### config.mk
export PLATFORM = sky130hd
export DESIGN_NAME = ffirst_loop_ctrl
export DESIGN_NICKNAME = d
export VERILOG_FILES = /design/src/rtl/ffl_pkg.sv /design/src/rtl/ffl_cond_eval.sv /design/src/rtl/ffl_elem_seq.sv /design/src/rtl/ffirst_loop_ctrl.sv
export SDC_FILE = /design/constraint.sdc
export NUM_CORES = 1
export LEC_CHECK = 0
export CORE_ASPECT_RATIO = 1.1
export CORE_MARGIN = 5
export CORE_UTILIZATION = 35
export DETAILED_ROUTE_END_ITERATION = 8
export PLACE_DENSITY = 0.59
export SYNTH_ARGS = -nofsm -noshare
export SYNTH_HDL_FRONTEND = slang
export SYNTH_SLANG_ARGS = --single-unit
### constraint.sdc
create_clock -name clk -period 2.3 [get_ports clk]
set_clock_uncertainty 0.05 [all_clocks]
set_input_delay 0.345 -clock clk [delete_from_list [all_inputs] [get_ports clk]]
set_output_delay 0.345 -clock clk [all_outputs]
set_load 0.1 [all_outputs]
### src/rtl/ffl_pkg.sv
package ffl_pkg;

  typedef struct packed {
    logic       rec_en;
    logic       cmp_mode;
    logic       inv;
    logic [1:0] sel;
    logic       incl;
  } ffl_cfg_t;

  localparam int CR_LT = 0;
  localparam int CR_GT = 1;
  localparam int CR_EQ = 2;
  localparam int CR_OV = 3;

endpackage

### src/rtl/ffl_cond_eval.sv
module ffl_cond_eval
  import ffl_pkg::*;
(
  input  ffl_cfg_t   cfg,
  input  logic [3:0] cr,
  input  logic       fpexc,
  output logic       fail,
  output logic       incl_eff
);

  logic test_on;
  logic tested;

  always_comb begin
    test_on  = cfg.rec_en | cfg.cmp_mode;
    tested   = cfg.rec_en ? cr[cfg.sel] : cr[CR_EQ];
    fail     = (test_on && (tested == cfg.inv)) || fpexc;
    incl_eff = cfg.incl & ~cfg.rec_en;
  end

endmodule

### src/rtl/ffl_elem_seq.sv
module ffl_elem_seq
  import ffl_pkg::*;
#(
  parameter int MAXVL = 64,
  localparam int IDX_W = (MAXVL > 1) ? $clog2(MAXVL) : 1,
  localparam int LEN_W = $clog2(MAXVL + 1)
) (
  input  logic             clk,
  input  logic             rst,
  input  logic             start,
  input  logic [LEN_W-1:0] vl_in,
  input  logic [MAXVL-1:0] pred_in,
  input  ffl_cfg_t         cfg_in,
  input  logic             res_valid,
  input  logic             fail,
  input  logic             incl_eff,
  input  logic             fpexc,
  output ffl_cfg_t         cfg_q,
  output logic             elem_req,
  output logic [IDX_W-1:0] elem_idx,
  output logic             commit,
  output logic [IDX_W-1:0] commit_idx,
  output logic             done,
  output logic [LEN_W-1:0] newvl,
  output logic             exc
);

  localparam logic [LEN_W-1:0] MAXVL_L = LEN_W'(MAXVL);

  logic             busy;
  logic [IDX_W-1:0] idx;
  logic [LEN_W-1:0] vl_q;
  logic [MAXVL-1:0] pred_q;
  logic [LEN_W-1:0] vl_clamp;
  logic             active;
  logic             last;

  assign vl_clamp = (vl_in > MAXVL_L) ? MAXVL_L : vl_in;
  assign active   = pred_q[idx];
  assign last     = (LEN_W'(idx) + LEN_W'(1)) == vl_q;
  assign elem_req = busy & active;
  assign elem_idx = idx;

  always_ff @(posedge clk) begin
    if (rst) begin
      busy       <= 1'b0;
      idx        <= '0;
      vl_q       <= '0;
      pred_q     <= '0;
      cfg_q      <= '0;
      commit     <= 1'b0;
      commit_idx <= '0;
      done       <= 1'b0;
      newvl      <= '0;
      exc        <= 1'b0;
    end else begin
      commit <= 1'b0;
      done   <= 1'b0;
      exc    <= 1'b0;
      if (!busy) begin
        if (start) begin
          idx    <= '0;
          vl_q   <= vl_clamp;
          pred_q <= pred_in;
          cfg_q  <= cfg_in;
          if (vl_clamp == '0) begin
            done  <= 1'b1;
            newvl <= '0;
          end else begin
            busy <= 1'b1;
          end
        end
      end else if (!active) begin
        if (last) begin
          busy  <= 1'b0;
          done  <= 1'b1;
          newvl <= vl_q;
        end else begin
          idx <= idx + 1'b1;
        end
      end else if (res_valid) begin
        commit     <= ~fail | incl_eff;
        commit_idx <= idx;
        exc        <= fpexc & incl_eff;
        if (fail) begin
          busy  <= 1'b0;
          done  <= 1'b1;
          newvl <= LEN_W'(idx) + LEN_W'(incl_eff);
        end else if (last) begin
          busy  <= 1'b0;
          done  <= 1'b1;
          newvl <= vl_q;
        end else begin
          idx <= idx + 1'b1;
        end
      end
    end
  end

  // a requested index always lies inside the captured length
  a_r1_idx_in_range: assert property (@(posedge clk) disable iff (rst)
    busy |-> (LEN_W'(idx) < vl_q));

  // once done is reported nothing is requested
  a_r10_idle_at_done: assert property (@(posedge clk) disable iff (rst)
    done |-> !elem_req);

  // the reported length never exceeds the captured one
  a_r5_newvl_bound: assert property (@(posedge clk) disable iff (rst)
    done |-> (newvl <= vl_q));

  // the exception flag only accompanies an included, final element
  a_r8_exc_with_done: assert property (@(posedge clk) disable iff (rst)
    exc |-> (done && commit));

  // a commit follows an accepted request
  a_r4_commit_from_req: assert property (@(posedge clk) disable iff (rst)
    commit |-> $past(elem_req && res_valid));

  // committed elements are always predicate-enabled
  a_r9_masked_no_commit: assert property (@(posedge clk) disable iff (rst)
    commit |-> pred_q[commit_idx]);

endmodule

### src/rtl/ffirst_loop_ctrl.sv
module ffirst_loop_ctrl
  import ffl_pkg::*;
#(
  parameter int MAXVL = 64,
  localparam int IDX_W = (MAXVL > 1) ? $clog2(MAXVL) : 1,
  localparam int LEN_W = $clog2(MAXVL + 1)
) (
  input  logic             clk,
  input  logic             rst,
  input  logic             start,
  input  logic [LEN_W-1:0] vl_in,
  input  logic [MAXVL-1:0] pred_mask,
  input  logic             rec_en,
  input  logic             cmp_mode,
  input  logic             inv,
  input  logic [1:0]       cr_sel,
  input  logic             incl,
  input  logic             res_valid,
  input  logic [3:0]       res_cr,
  input  logic             res_fpexc,
  output logic             elem_req,
  output logic [IDX_W-1:0] elem_idx,
  output logic             commit,
  output logic [IDX_W-1:0] commit_idx,
  output logic             done,
  output logic [LEN_W-1:0] newvl,
  output logic             exc_flag
);

  ffl_cfg_t cfg_in;
  ffl_cfg_t cfg_q;
  logic     fail;
  logic     incl_eff;

  assign cfg_in = '{rec_en: rec_en, cmp_mode: cmp_mode, inv: inv,
                    sel: cr_sel, incl: incl};

  ffl_cond_eval u_eval (
    .cfg      (cfg_q),
    .cr       (res_cr),
    .fpexc    (res_fpexc),
    .fail     (fail),
    .incl_eff (incl_eff)
  );

  ffl_elem_seq #(.MAXVL(MAXVL)) u_seq (
    .clk        (clk),
    .rst        (rst),
    .start      (start),
    .vl_in      (vl_in),
    .pred_in    (pred_mask),
    .cfg_in     (cfg_in),
    .res_valid  (res_valid),
    .fail       (fail),
    .incl_eff   (incl_eff),
    .fpexc      (res_fpexc),
    .cfg_q      (cfg_q),
    .elem_req   (elem_req),
    .elem_idx   (elem_idx),
    .commit     (commit),
    .commit_idx (commit_idx),
    .done       (done),
    .newvl      (newvl),
    .exc        (exc_flag)
  );

endmodule

==> impl_metrics.ini <==
[clock_network]
cts.root.buffer_cell = clkbuf_16
cts_tree = yes
clockBufferDepth = 2
cts_buffers = 9
htreeDepth = 3
worstSkewPairLatency_ps = 340
clk_pin_slew_worst_paths_ps = 70
cts_sinks = 100

[sta]
slew_headroom = 0.607
tns_ps = -6100
hold_slack_ps = 347
rsz0062_at_grt = yes
hold_viol_final = 0
fin_crit_ps = 2660
setup_viol = 24
fmax_ghz = 0.376
tightest_slew_ps = 590
slew_violations = 0
finalCritPeriodShare = 1.16
setup_slack_ps = -363

[synthesis]
ys_ff_latch = 100
synth_ff_type = dfxtp_1
synth.avg_cell_area_um2 = 8.34
synth_sequential_area_ratio = 0.414
synthCells = 579
syn_area_mm2 = 0.00483
synth-adder-area-share = 0.00777
synth.distinct_cells = 60
synth-compound-area-share = 0.177
synthArstFlopShare = 0
yosys-top-cells-area = dfxtp_1, nand2_1, a21oi_1, mux4_2, mux2i_1
synth-simple-area-share = 0.227
syn_nets = 668
synth.most_common_cell = nand2_1
synth_top_family_by_area = simple AND/OR/NAND/NOR gates
yosysWarnings = 0
synth_area_leader_cell = dfxtp_1
synth_top_cell_area_share = 0.414
synth-edff-count = 0
synth_commonest_cells = nand2_1, dfxtp_1, a21oi_1
synth_mux_area_frac = 0.0976
synthXorXnorAreaFrac = 0.0272

[layout]
antenna_cells = 0
nNetsFinal = 813
fill_cells = 1263
seq_area_mm2 = 0.00202
design_area_mm2 = 0.00713
multi_input_area_mm2 = 0.00281
instances_no_fill = 917
final_layout_size_suffix_gt1_frac = 0.232
area_growth_pct = 47.6

[power]
max-vdd-ir-drop_v = 0.000421
p_per_area_mw_per_mm2 = 606
leakagePower_nw = 2.62

[flow_run]
maxCapViolCount = 0

[detailed_routing]
antenna_left = 0
finalWirelength_mm = 14.2
vias = 4651
post_drt_wl_per_cell_um = 15.5
drtIter0Drc = 279
via_per_inst = 5.07
drt_first_pass_iters = 4
detail_route.drc_violations = 0

[global_route]
grt_max_degree = 60
globalRoute.totalOverflow = 0
grt_usage = 0.174
grt_pass1_wl_mm = 23.1
antenna_found_initial = 0
grt_pass1_vias = 4722

[setup_path]
critPathCaptureType = primary output
arrival_ps = 2270
crit_fanout = 7
cp.required_ps = 1900
worstSetupPathType = reg -> out
crit_path_start_kind = flop

[floorplanning]
start_util = 0.353
die_h_um = 133
core-area_mm2 = 0.0137
design.die.area_mm2 = 0.0163
die_w_um = 122
rows = 45
pin_count = 109

[hold_path]
hold_class = in -> reg

[placed_design]
globalplace.congestion = 0.871
io_buffers = 108
place_ws_ps = -487
dpl.cell_count = 882
postPlaceCellArea_mm2 = 0.00644
dp_hpwl_mm = 10.3

[run_status]
violations = negative setup slack
status = finished, violations left
-- flip-flops by register name, indices dropped and copies added (netlist names) --
signal and count:
u_seq.done 1, u_seq.busy 1, u_seq.exc 1, u_seq.elem_idx 6, u_seq.commit_idx 6, u_seq.newvl 7
u_seq.commit 1, u_seq.cfg_q 6, u_seq.vl_q 7, u_seq.pred_q 64
-- worst paths after layout --
kind	from	end	slack, ps	depth (start not counted)
setup / recovery	u_seq.elem_idx[1]	elem_req	-360	8
hold reg to reg	u_seq.cfg_q[0]	u_seq.cfg_q[0]	400	2
setup reg to reg	u_seq.elem_idx[1]	u_seq.elem_idx[2]	-320	9
hold / removal	rst	u_seq.commit_idx[3]	350	2
-- power breakdown --
| group | total [mW] | switching [mW] | internal (mW) |
|---|---|---|---|
| logic | 0.825 | 0.422 | 0.403 |
| clock network | 1.62 | 0.658 | 0.959 |
| registers | 1.88 | 0.0602 | 1.82 |
-- per-stage QoR --
step | util | power [mW]
after global routing | 0.521 | 4.53
final | 0.521 | 4.32
after global placement | 0.471 | 2.65
after CTS | 0.514 | 4.37
after detailed placement | 0.471 | 2.67
after floorplan | - | 2.33
-- critical path, cell delays in order (launching register included) --
cell	delay [ps]
dfxtp_4	440
buf_12	130
mux4_2	500
o22ai_2	190
a311oi_2	90
nor3_4	210
buf_6	140
a21oi_4	50
buf_12	160
-- logic make-up (layout without fill, tap and decap cells) --
kind of cell    count (synthesis)  count (layout)
simple gates                  242             242
compound gates                136             137
flops                         100             100
buf+inv                        51             200
mux                            32              32
xor+xnor                       15              15
fa+ha+maj                       3               3
-- layer usage --
layer,global-route usage,vias to the layer above,wire length [um]
li1,-,2323,-
met1,0.226,2198,6210
met2,0.294,119,7100
met3,0.0344,11,714
met4,0.0504,0,158
met5,0,-,0
-- timing repair --
item	in CTS	in global routing
gates cloned	1	0
pin swaps	19	20
buffers inserted	17	4
hold buffers	0	0
gates resized for setup	25	22
hold endpoints to repair	0	0
setup endpoints to repair	24	24
-- cell type report --
class                           count  share of cell area
Multi-Input combinational cell    429               0.394
Sequential cell                   100               0.284
Timing Repair Buffer              178               0.241
Tap cell                          188              0.0330
Clock buffer                        9              0.0316
Clock inverter                      7              0.0135
Inverter                            6             0.00316
-- layout by cell type, fill, tap and decap left out, drive strengths merged, types with 2 or more instances in the layout --
cell type	count
nand2	160
dfxtp	100
buf	94
a21oi	89
clkdlybuf4s50	84
mux2i	16
nand3	15
nor2	15
mux4	11
xnor2	9
clkbuf	9
inv	8
o311ai	8
nand3b	7
o211ai	7
xor2	6
or3	6
nor3	6
o21ai	5
nand2b	5
mux2	5
or4	5
o22ai	5
a211o	4
and3	4
nor2b	4
nor3b	3
and4	3
ha	3
nand4	2
nand4b	2
a22oi	2
and2	2
o221a	2
bufinv	2
clkinv	2
or2	2
(Power assumes the default switching activity.)
